**src/rtl/bseq_pkg.sv**
```systemverilog
package bseq_pkg;

    typedef enum logic [2:0] {
        ST_IDLE = 3'd0,
        ST_T1   = 3'd1,
        ST_T2   = 3'd2,
        ST_T3   = 3'd3,
        ST_TW   = 3'd4,
        ST_T4   = 3'd5
    } bstate_t;

    // States in which ready is sampled at the closing edge
    function automatic logic is_sample_state(input bstate_t s);
        return (s == ST_T3) || (s == ST_TW);
    endfunction

endpackage

```
**src/rtl/bseq_fsm.sv**
```systemverilog
module bseq_fsm
    import bseq_pkg::*;
(
    input  logic    clk,
    input  logic    rst_n,
    input  logic    req_valid,
    input  logic    ready,
    output bstate_t state,
    output logic    accept,
    output logic    take
);

    bstate_t nxt;

    always_ff @(posedge clk or negedge rst_n) begin
        if (!rst_n) state <= ST_IDLE;
        else        state <= nxt;
    end

    always_comb begin
        nxt = state;
        unique case (state)
            ST_IDLE: nxt = req_valid ? ST_T1 : ST_IDLE;
            ST_T1:   nxt = ST_T2;
            ST_T2:   nxt = ST_T3;
            ST_T3:   nxt = ready ? ST_T4 : ST_TW;
            ST_TW:   nxt = ready ? ST_T4 : ST_TW;
            ST_T4:   nxt = req_valid ? ST_T1 : ST_IDLE;
            default: nxt = ST_IDLE;
        endcase
    end

    assign accept = (state == ST_IDLE) || (state == ST_T4);
    assign take   = accept && req_valid;

endmodule

```
**src/rtl/bseq_latch.sv**
```systemverilog
module bseq_latch
    import bseq_pkg::*;
#(
    parameter int ADDR_W = 20,
    parameter int DATA_W = 16,
    parameter int SEG_W  = 2
) (
    input  logic              clk,
    input  logic              rst_n,
    input  bstate_t           state,
    input  logic              ready,
    input  logic              take,
    input  logic              in_write,
    input  logic              in_mem,
    input  logic [ADDR_W-1:0] in_addr,
    input  logic [DATA_W-1:0] in_wdata,
    input  logic              in_bhe,
    input  logic [SEG_W-1:0]  in_seg,
    input  logic [DATA_W-1:0] ad_in,
    output logic              q_write,
    output logic              q_mem,
    output logic [ADDR_W-1:0] q_addr,
    output logic [DATA_W-1:0] q_wdata,
    output logic              q_bhe,
    output logic [SEG_W-1:0]  q_seg,
    output logic [DATA_W-1:0] rdata
);

    logic capture;
    assign capture = is_sample_state(state) && ready && !q_write;

    always_ff @(posedge clk or negedge rst_n) begin
        if (!rst_n) begin
            q_write <= 1'b0;
            q_mem   <= 1'b0;
            q_addr  <= '0;
            q_wdata <= '0;
            q_bhe   <= 1'b0;
            q_seg   <= '0;
        end else if (take) begin
            q_write <= in_write;
            q_mem   <= in_mem;
            q_addr  <= in_addr;
            q_wdata <= in_wdata;
            q_bhe   <= in_bhe;
            q_seg   <= in_seg;
        end
    end

    always_ff @(posedge clk or negedge rst_n) begin
        if (!rst_n)       rdata <= '0;
        else if (capture) rdata <= ad_in;
    end

endmodule

```
**src/rtl/bseq_pins.sv**
```systemverilog
module bseq_pins
    import bseq_pkg::*;
#(
    parameter int ADDR_W = 20,
    parameter int DATA_W = 16,
    parameter int SEG_W  = 2
) (
    input  bstate_t                  state,
    input  logic                     q_write,
    input  logic                     q_mem,
    input  logic [ADDR_W-1:0]        q_addr,
    input  logic [DATA_W-1:0]        q_wdata,
    input  logic                     q_bhe,
    input  logic [SEG_W-1:0]         q_seg,
    output logic [DATA_W-1:0]        ad_out,
    output logic                     ad_oe,
    output logic [ADDR_W-DATA_W-1:0] hi_out,
    output logic                     bhe_n,
    output logic                     ale,
    output logic                     rd_n,
    output logic                     wr_n,
    output logic                     den_n,
    output logic                     dt_r,
    output logic                     m_io,
    output logic                     done
);

    localparam int HI_W = ADDR_W - DATA_W;

    logic [HI_W-1:0] status_bits;
    assign status_bits = {{(HI_W-SEG_W){1'b0}}, q_seg};

    always_comb begin
        ad_out = q_wdata;
        ad_oe  = 1'b0;
        hi_out = status_bits;
        bhe_n  = 1'b1;
        ale    = 1'b0;
        rd_n   = 1'b1;
        wr_n   = 1'b1;
        den_n  = 1'b1;
        dt_r   = q_write;
        m_io   = q_mem;
        done   = 1'b0;
        unique case (state)
            ST_IDLE: begin
                hi_out = '0;
                dt_r   = 1'b0;
                m_io   = 1'b0;
            end
            ST_T1: begin
                ale    = 1'b1;
                ad_oe  = 1'b1;
                ad_out = q_addr[DATA_W-1:0];
                hi_out = q_mem ? q_addr[ADDR_W-1:DATA_W] : '0;
                bhe_n  = !q_bhe;
            end
            ST_T2: begin
                ad_oe = q_write;
                rd_n  = q_write;
                wr_n  = !q_write;
                den_n = !q_write;
            end
            ST_T3, ST_TW: begin
                ad_oe = q_write;
                rd_n  = q_write;
                wr_n  = !q_write;
                den_n = 1'b0;
            end
            ST_T4: begin
                ad_oe = q_write;
                den_n = 1'b0;
                done  = 1'b1;
            end
            default: begin
                hi_out = '0;
                dt_r   = 1'b0;
                m_io   = 1'b0;
            end
        endcase
    end

endmodule

```
**src/rtl/bus_cycle_seq.sv**
```systemverilog
module bus_cycle_seq
    import bseq_pkg::*;
#(
    parameter int ADDR_W = 20,
    parameter int DATA_W = 16,
    parameter int SEG_W  = 2,
    localparam int HI_W  = ADDR_W - DATA_W
) (
    input  logic              clk,
    input  logic              rst_n,
    input  logic              req_valid,
    input  logic              req_write,
    input  logic              req_mem,
    input  logic [ADDR_W-1:0] req_addr,
    input  logic [DATA_W-1:0] req_wdata,
    input  logic              req_bhe,
    input  logic [SEG_W-1:0]  req_seg,
    output logic              req_ready,
    output logic [DATA_W-1:0] ad_out,
    output logic              ad_oe,
    input  logic [DATA_W-1:0] ad_in,
    output logic [HI_W-1:0]   hi_out,
    output logic              bhe_n,
    output logic              ale,
    output logic              rd_n,
    output logic              wr_n,
    output logic              den_n,
    output logic              dt_r,
    output logic              m_io,
    input  logic              ready,
    output logic [DATA_W-1:0] rsp_data,
    output logic              rsp_done
);

    bstate_t           state;
    logic              take;
    logic              q_write, q_mem, q_bhe;
    logic [ADDR_W-1:0] q_addr;
    logic [DATA_W-1:0] q_wdata;
    logic [SEG_W-1:0]  q_seg;

    bseq_fsm u_fsm (
        .clk       (clk),
        .rst_n     (rst_n),
        .req_valid (req_valid),
        .ready     (ready),
        .state     (state),
        .accept    (req_ready),
        .take      (take)
    );

    bseq_latch #(.ADDR_W(ADDR_W), .DATA_W(DATA_W), .SEG_W(SEG_W)) u_latch (
        .clk      (clk),
        .rst_n    (rst_n),
        .state    (state),
        .ready    (ready),
        .take     (take),
        .in_write (req_write),
        .in_mem   (req_mem),
        .in_addr  (req_addr),
        .in_wdata (req_wdata),
        .in_bhe   (req_bhe),
        .in_seg   (req_seg),
        .ad_in    (ad_in),
        .q_write  (q_write),
        .q_mem    (q_mem),
        .q_addr   (q_addr),
        .q_wdata  (q_wdata),
        .q_bhe    (q_bhe),
        .q_seg    (q_seg),
        .rdata    (rsp_data)
    );

    bseq_pins #(.ADDR_W(ADDR_W), .DATA_W(DATA_W), .SEG_W(SEG_W)) u_pins (
        .state   (state),
        .q_write (q_write),
        .q_mem   (q_mem),
        .q_addr  (q_addr),
        .q_wdata (q_wdata),
        .q_bhe   (q_bhe),
        .q_seg   (q_seg),
        .ad_out  (ad_out),
        .ad_oe   (ad_oe),
        .hi_out  (hi_out),
        .bhe_n   (bhe_n),
        .ale     (ale),
        .rd_n    (rd_n),
        .wr_n    (wr_n),
        .den_n   (den_n),
        .dt_r    (dt_r),
        .m_io    (m_io),
        .done    (rsp_done)
    );

endmodule

```
**config.mk**
```make
export PLATFORM = sky130hd
export DESIGN_NAME = bus_cycle_seq
export DESIGN_NICKNAME = d
export VERILOG_FILES = /design/src/rtl/bseq_pkg.sv /design/src/rtl/bseq_fsm.sv /design/src/rtl/bseq_latch.sv /design/src/rtl/bseq_pins.sv /design/src/rtl/bus_cycle_seq.sv
export SDC_FILE = /design/constraint.sdc
export NUM_CORES = 1
export LEC_CHECK = 0
export BUFFER_PORTS_ARGS = -buffer_cell sky130_fd_sc_hd__buf_2
export CAP_MARGIN = 10
export CORE_ASPECT_RATIO = 0.7
export CORE_MARGIN = 4
export CORE_UTILIZATION = 30
export CTS_BUF_LIST = sky130_fd_sc_hd__clkbuf_2 sky130_fd_sc_hd__clkbuf_4 sky130_fd_sc_hd__clkbuf_8
export DETAILED_ROUTE_END_ITERATION = 10
export PLACE_DENSITY = 0.59
export SYNTH_ARGS = -nofsm -noshare
export SYNTH_HDL_FRONTEND = slang
export SYNTH_SLANG_ARGS = --single-unit
```
**constraint.sdc**
```tcl
create_clock -name clk -period 5 [get_ports clk]
set_input_delay 1 -clock clk [delete_from_list [all_inputs] [get_ports clk]]
set_output_delay 1 -clock clk [all_outputs]
set_load 0.02 [all_outputs]
```
Word-level counts from Yosys, hierarchy flattened
Cells that the tools add are included.
{ "word_totals": {"register_bits": 60, "input_bits": 61, "out_inout_bits": 46, "word_cells": 42} }
{ "classes": {"eq_ne": 5, "mux": 15, "n_reduce_logical": 14} }
{ "op_table": {"columns": ["cell", "count"], "rows": [
  ["two-way mux 16 bit", 1],
  ["one-hot mux 3 bit (4 select lines)", 1],
  ["two-way mux 1 bit", 9],
  ["one-hot mux 4 bit (2 select lines)", 1],
  ["equality test 3 x 2 -> 1 bit (second input constant)", 2],
  ["equality test 3 bit (second input constant)", 2],
  ["OR reduction 3 bit", 2],
  ["OR reduction 5 bit", 1],
  ["two-way mux 4 bit", 1],
  ["one-hot mux 1 bit (2 select lines)", 2],
  ["OR reduction 2 bit", 2],
  ["OR reduction 4 bit", 1],
  ["equality test 3 x 1 -> 1 bit (second input constant)", 1],
  ["logical AND 1 bit", 3],
  ["logical NOT 3 bit", 1],
  ["logical NOT 1 bit", 2],
  ["logical OR 1 bit", 2]
]} }

Depth between registers and ports, before layout
Gate-level depths: netlist of run 1.
{ "logic_depth": {"ltp_word": 4, "depth_mapped": 5, "depth_no_buf": 3} }

Hierarchy
A second synthesis of run 1 with hierarchy kept.
{ "unflattened": {"cells_unflattened": 252, "area_unflattened_um2": 3124.2} }
{ "by_module_without_submodules": {"columns": ["module", "n_inst", "cells_each", "area_each_um2", "seq_area_each_um2"], "rows": [
  ["bseq_latch", 1, 189, 2573.7, 1426.4],
  ["bseq_pins", 1, 45, 377.9, 0.0],
  ["bseq_fsm", 1, 18, 172.7, 75.1]
]} }

Worst setup path before layout of run 1
OpenSTA, ideal clock, no wires.
{ "synth_path": {"path_kind": "register to output", "start": "reg u_fsm.state[1]", "end": "out hi_out[0]", "t_arrival_ps": 1629, "required_time_ps": 4000, "slack_ps": 2371, "path_stages_with_launch": 6, "n_path_buf": 3, "path_cell_list": "dfrtp_1 -> buf_2 -> buf_1 -> buf_1 -> a21oi_1 -> o21ai_0"} }
{ "synth_between": {"elab_chain_cells": 3, "word_cells_on_any_way": 7, "cone_classes": "5 x eq/ne; 1 x mux; 1 x reduce/logical"} }
{ "synth_lines": {"columns": ["item", "line", "source"], "rows": [
  ["start, declared", "bseq_fsm.sv:8", "output bstate_t state,"],
  ["start signal, assigned", "bseq_fsm.sv:17", "else state <= nxt;"],
  ["equality test 3 x 2 -> 1 bit / equality test 3 bit (equally long branches)", "bseq_pins.sv:45", "unique case (state)"],
  ["OR reduction 4 bit (no line)", null, null],
  ["one-hot mux 4 bit (2 select lines) (*)", "bseq_pins.sv:45", null],
  ["end, declared", "bus_cycle_seq.sv:22", "output logic [HI_W-1:0] hi_out,"]
]} }
Mark *: on every way between the ends. The rest lies on a longest branch, timed or not.

Worst setup path in the final report of run 1
{ "layout_path": {"start": "reg u_fsm.state[2]", "end": "out ad_out[6]"} }
{ "layout_between": {"elab_chain_cells": 2} }
{ "layout_lines": {"columns": ["item", "line", "source"], "rows": [
  ["equality test 3 x 1 -> 1 bit", "bseq_pins.sv:45", null],
  ["two-way mux 16 bit", "bseq_pins.sv:45", null],
  ["end, declared", "bus_cycle_seq.sv:19", "output logic [DATA_W-1:0] ad_out,"]
]} }
No other way between the ends.

==> results of run 1 <==
-- cell type report --
class,instances,area (um2)
fillers,965,5970
flip-flops and latches,60,1500
multi-input cells,149,1420
repair buffers,113,583
well taps,128,160
clock buffers,12,146
clock inverters,3,15.0
-- power groups by stage --
stage          Clock [mW]  Combinational, mW  Sequential [mW]
4_1_cts             0.392               1.45            0.945
3_3_place_gp            0               1.42            0.943
6_report            0.370               1.43            0.945
5_1_grt             0.415               1.53            0.982
3_5_place_dp            0               1.44            0.951
2_1_floorplan           0               1.03            0.955
-- registers in the layout (all words and copies together), names as in the netlist --
register         flops
u_latch.q_addr      20
u_latch.q_seg        2
u_latch.q_mem        1
u_latch.q_write      1
u_latch.q_wdata     16
u_latch.rdata       16
u_fsm.state          3
u_latch.q_bhe        1
-- worst max-delay path, cell delays in order, from the launching register on --
cell and delay (ns):
dfrtp_1 0.74, nor3b_2 0.32, buf_4 0.32, mux2_2 0.38, buf_2 0.16
-- kinds of logic (layout without fill, tap and decap cells) --
| group | Yosys count | in the layout | synth area share (%) |
|---|---|---|---|
| simple gates | 28 | 28 | 6.32 |
| xor+xnor | 1 | 1 | 0.287 |
| mux | 59 | 59 | 21.7 |
| buf+inv | 24 | 128 | 4.35 |
| flops | 60 | 60 | 49.2 |
| compound gates | 61 | 61 | 18.1 |
-- layer usage --
metal / vias to the layer above / GRT usage (%) / routed length, um / share of wire, %
li1: 1110 / - / - / -
met5: - / 0 / 0 / 0
met2: 93 / 18.2 / 3290 / 43
met1: 1174 / 17.4 / 3620 / 47
met3: 13 / 4.78 / 641 / 8.3
met4: 0 / 5.77 / 178 / 2.3
-- per-stage QoR --
| step | worst slack (ns) | hold WS, ns | std cells |
|---|---|---|---|
| after floorplan | 2.37 | 0.473 | 233 |
| after global placement | 2.13 | 0.482 | 450 |
| after detailed placement | 2.08 | 0.489 | 450 |
| after CTS | 1.70 | 0.504 | 465 |
| after global routing | 1.53 | 0.516 | 465 |
| final | 1.73 | 0.501 | 465 |
-- synthesized netlist by cell type (all sizes together), types with 2 or more instances --
master,instances
a21oi,5
a221o,16
a32o,32
and2,4
and3,2
and4b,2
buf,11
clkbuf,13
dfrtp,60
mux2,58
nand2,5
nor2b,6
nor3,2
nor3b,2
o21ai,6
-- final timing paths --
path / end / startpoint
setup / recovery: ad_out[6] / u_fsm.state[2]
hold / removal: u_latch.q_wdata[0] / u_latch.q_wdata[0]
setup reg to reg: u_latch.q_addr[5] / u_fsm.state[2]
hold reg to reg: u_latch.q_wdata[0] / u_latch.q_wdata[0]
max in group asynchronous: u_latch.q_addr[17] / rst_n
min in group asynchronous: u_latch.rdata[13] / rst_n
==> results.sh, run 1 <==
export IMPL_vias=2390
export IMPL_cts_hold_buf=0
export IMPL_routed_wl_um=7730
export IMPL_power_frac_comb_pct=52.0
export IMPL_root_buffer="clkbuf_8"
export IMPL_avgRoutedWirePerCell_um=16.6
export IMPL_syn_area_per_cell_um2=13.1
export IMPL_tightest_slew_ns=1.23
export IMPL_antenna_left=0
export IMPL_fin_setup_tns_ns=0
export IMPL_synth_edff_count=0
export IMPL_cts_resized=0
export IMPL_overflow=0
export IMPL_fmax_ghz=0.306
export IMPL_numCtsBuffers=9
export IMPL_fin_nets=394
export IMPL_setup_viol=0
export IMPL_finalMaxSlewViolations=0
export IMPL_r2r_slack_ns=2.37
export IMPL_htreeDepth=3
export IMPL_clk_path_buf_depth=2
export IMPL_ys_types=28
export IMPL_grt_use_total_pct=12.8
export IMPL_initialDrtViolationCount=151
export IMPL_start_util_pct=31.1
export IMPL_dieArea_mm2=0.0119
export IMPL_path_max_fanout=32
export IMPL_drcViolationCount=0
export IMPL_critPathRequiredTime_ns=4.00
export IMPL_path_class="flip-flop to output pin"
export IMPL_rsz0062_at_grt="no"
export IMPL_swShare_pct=41.8
export IMPL_vias_per_cell=5.14
export IMPL_ys_seq_area_share_pct=49.2
export IMPL_yosys_area_top_type="dfrtp_1"
export IMPL_layout_commonest_cell="buf_2"
export IMPL_synth_area_mm2=0.00305
export IMPL_netlist_top_cells_area="dfrtp_1 (49%), mux2_2 (21%), a32o_1 (11%), a221o_1 (5.3%), buf_6 (1.8%)"
export IMPL_clk_pin_slew_ns=0.06
export IMPL_row_count=30
export IMPL_fin_crit_sh_pct=65.5
export IMPL_power_frac_clock_pct=13.5
export IMPL_power_total_mw=2.74
export IMPL_finalCriticalPeriod_ns=3.27
export IMPL_final_layout_size_suffix_gt1_share_pct=56.7
export IMPL_yosys_warnings=0
export IMPL_skew_ns=0.00528
export IMPL_grt_pass1_vias=2339
export IMPL_final_util_pct=39.1
export IMPL_rr_worst_depth=5
export IMPL_die_w_um=129
export IMPL_synth_seq_cells=60
export IMPL_place_port_buffers=106
export IMPL_netlist_area_leader_share_pct=49.2
export IMPL_dieHeight_um=92.4
export IMPL_crit_path_end_kind="output pin"
export IMPL_outcome="finished clean"
export IMPL_powerDensity_mw_per_mm2=716
export IMPL_drv_cap=0
export IMPL_syn2layout_area_growth_pct=25.6
export IMPL_synth_nets=294
export IMPL_cts_tree="done"
export IMPL_start_kind="flip-flop"
export IMPL_io_pins=107
export IMPL_slew_headroom_pct=17.6
export IMPL_synthFlopType="dfrtp_1"
export IMPL_p_int_mw=1.60
export IMPL_vdd_ir_drop_worst_mv=0.221
export IMPL_dpl_cell_area_mm2=0.00367
export IMPL_mostFrequentLayoutCells="buf_2 (106), dfrtp_1 (60), mux2_2 (58)"
export IMPL_pwr_share_seq_pct=34.5
export IMPL_gp_congestion=0.743
export IMPL_cp_data_arrival_time_ns=2.27
export IMPL_hold_class="flip-flop to flip-flop"
export IMPL_insertion_delay_ns=0.33
export IMPL_synth_cells=233
export IMPL_num_antenna_cells=0
export IMPL_p_switching_mw=1.15
export IMPL_dpl_hpwl_um=5170
export IMPL_drtPass1Iterations=4
export IMPL_ys_async_sr_fraction_pct=100
export IMPL_hold_depth=1
export IMPL_p_leak_nw=1.70
export IMPL_postCtsSetupRepairBufs=0
export IMPL_final_area_mm2=0.00383
export IMPL_cts_sinks=60
export IMPL_grt_pass1_wl_um=11900
export IMPL_core_area_mm2=0.00980
export IMPL_hold_viol=0
export IMPL_grt_antenna_before_repair=0
export IMPL_grt_max_degree=47
Power figures use the tool's default switching activity.
==> run 2, diff against run 1 <==
--- a/config.mk
+++ b/config.mk
@@ -12,7 +12,7 @@
 export CORE_UTILIZATION = 30
 export CTS_BUF_LIST = sky130_fd_sc_hd__clkbuf_2 sky130_fd_sc_hd__clkbuf_4 sky130_fd_sc_hd__clkbuf_8
 export DETAILED_ROUTE_END_ITERATION = 10
-export PLACE_DENSITY = 0.59
+export PLACE_DENSITY = 0.61
 export SYNTH_ARGS = -nofsm -noshare
 export SYNTH_HDL_FRONTEND = slang
 export SYNTH_SLANG_ARGS = --single-unit
==> constraint.sdc (replaced) <==
create_clock -name clk -period 2.7 [get_ports clk]
set_input_delay 0.54 -clock clk [delete_from_list [all_inputs] [get_ports clk]]
set_output_delay 0.54 -clock clk [all_outputs]
set_load 0.02 [all_outputs]
==> results.sh, run 2 (synthesized netlist as in run 1, its figures left out) <==
export IMPL_reg2reg_from="u_fsm.state[2]"
export IMPL_tightest_slew_ns=0.802
export IMPL_path_class="flip-flop to output pin"
export IMPL_cts_hold_buf=0
export IMPL_vias=2441
export IMPL_cts_sinks=60
export IMPL_routed_wl_um=8130
export IMPL_initialDrtViolationCount=150
export IMPL_r2r_slack_ns=0.71
export IMPL_cts_resized=0
export IMPL_cp_depth=5
export IMPL_clk_path_buf_depth=2
export IMPL_core_area_mm2=0.00980
export IMPL_io_pins=107
export IMPL_stdcell_count=470
export IMPL_finalMaxSlewViolations=0
export IMPL_fmax_ghz=0.408
export IMPL_final_area_mm2=0.00391
export IMPL_gp_congestion=0.709
export IMPL_dpl_cell_area_mm2=0.00371
export IMPL_rr_worst_depth=5
export IMPL_vdd_ir_drop_worst_mv=0.397
export IMPL_fin_crit_sh_pct=90.7
export IMPL_grt_use_total_pct=13.5
export IMPL_grt_max_degree=61
export IMPL_start_util_pct=31.1
export IMPL_dieArea_mm2=0.0119
export IMPL_overflow=0
export IMPL_worstReg2RegEnd="u_latch.q_wdata[13]"
export IMPL_fin_nets=398
export IMPL_start_kind="flip-flop"
export IMPL_avgRoutedWirePerCell_um=17.3
export IMPL_cpPeakStageDelay_ns=0.50
export IMPL_slew_headroom_pct=46.6
export IMPL_grt_antenna_before_repair=0
export IMPL_regMostFlops="u_latch.q_addr"
export IMPL_row_count=30
export IMPL_placedCellCount=454
export IMPL_antenna_left=0
export IMPL_outcome="finished clean"
export IMPL_vias_per_cell=5.19
export IMPL_syn2layout_area_growth_pct=28.3
export IMPL_drv_cap=0
export IMPL_finalCriticalPeriod_ns=2.45
export IMPL_top_regs="u_latch.q_addr (20), u_latch.q_wdata (16), u_latch.rdata (16)"
export IMPL_hold_viol=0
export IMPL_insertion_delay_ns=0.34
export IMPL_rsz0062_at_grt="no"
export IMPL_dieHeight_um=92.4
export IMPL_fin_hold_ws_ns=0.356
export IMPL_clk_pin_slew_ns=0.07
export IMPL_crit_path_end_kind="output pin"
export IMPL_critPathRequiredTime_ns=2.16
export IMPL_crit_path_frequent_cell="buf_4"
export IMPL_skew_ns=0.00949
export IMPL_cp_num_buf_inv=3
export IMPL_n_fill_cell=941
export IMPL_grt_pass1_vias=2400
export IMPL_largest_reg_flops=20
export IMPL_num_antenna_cells=0
export IMPL_powerDensity_mw_per_mm2=1360
export IMPL_dpl_hpwl_um=5700
export IMPL_path_max_fanout=23
export IMPL_hold_class="primary input to asynchronous set/reset pin"
export IMPL_grt_pass1_wl_um=12600
export IMPL_drtPass1Iterations=4
export IMPL_slowest_stage="dfrtp_1"
export IMPL_die_w_um=129
export IMPL_drcViolationCount=0
export IMPL_mostFrequentLayoutCells="buf_2 (106), dfrtp_1 (60), mux2_2 (58)"
export IMPL_final_layout_size_suffix_gt1_share_pct=57.3
export IMPL_p_leak_nw=1.74
export IMPL_cp_data_arrival_time_ns=1.91
export IMPL_layout_commonest_cell="buf_2"
export IMPL_critPathTopFamily="buffers and inverters"
export IMPL_postCtsSetupRepairBufs=0
export IMPL_crit_path_cell_trace="buf_4, nor3b_2, buf_4, o21bai_1, buf_2"
export IMPL_cts_tree="done"
export IMPL_setup_viol=0
export IMPL_root_buffer="clkbuf_8"
export IMPL_place_port_buffers=106
export IMPL_htreeDepth=3
export IMPL_numCtsBuffers=9
export IMPL_fin_setup_tns_ns=0
-- run 2: worst max path at each step --
stage | to | start
final | rd_n | u_fsm.state[2]
after global routing | rd_n | u_fsm.state[2]
after CTS | rd_n | u_fsm.state[2]
after detailed placement | rd_n | u_fsm.state[2]
after global placement | rd_n | u_fsm.state[2]
after floorplan | hi_out[0] | u_fsm.state[1]
-- run 2: area by class of cell --
class | count | area [um2] | area share [%]
flip-flops and latches | 60 | 1500 | 38.4
multi-input cells | 149 | 1420 | 36.4
repair buffers | 117 | 626 | 16.0
well taps | 128 | 160 | 4.09
clock buffers | 11 | 151 | 3.87
clock inverters | 5 | 50.0 | 1.28
-- run 2: through the flow --
stage / setup slack (ns) / power, mW / utilization, %
after floorplan: 0.531 / 3.68 / -
after global placement: 0.650 / 4.46 / 37.9
after CTS: 0.230 / 5.39 / 39.9
final: 0.250 / 5.31 / 39.9
after global routing: 0.0879 / 5.65 / 39.9
after detailed placement: 0.620 / 4.53 / 37.9
-- run 2: power by group --
group,switching [mW],internal [mW]
Sequential,0.344,1.37
Combinational,1.50,1.28
Clock,0.356,0.470
-- run 2: per-layer routing --
metal	track usage, %	routed length [um]
met1	17.7	3780
met2	20.4	3700
met3	5.07	531
met4	4.63	117
met5	0	0
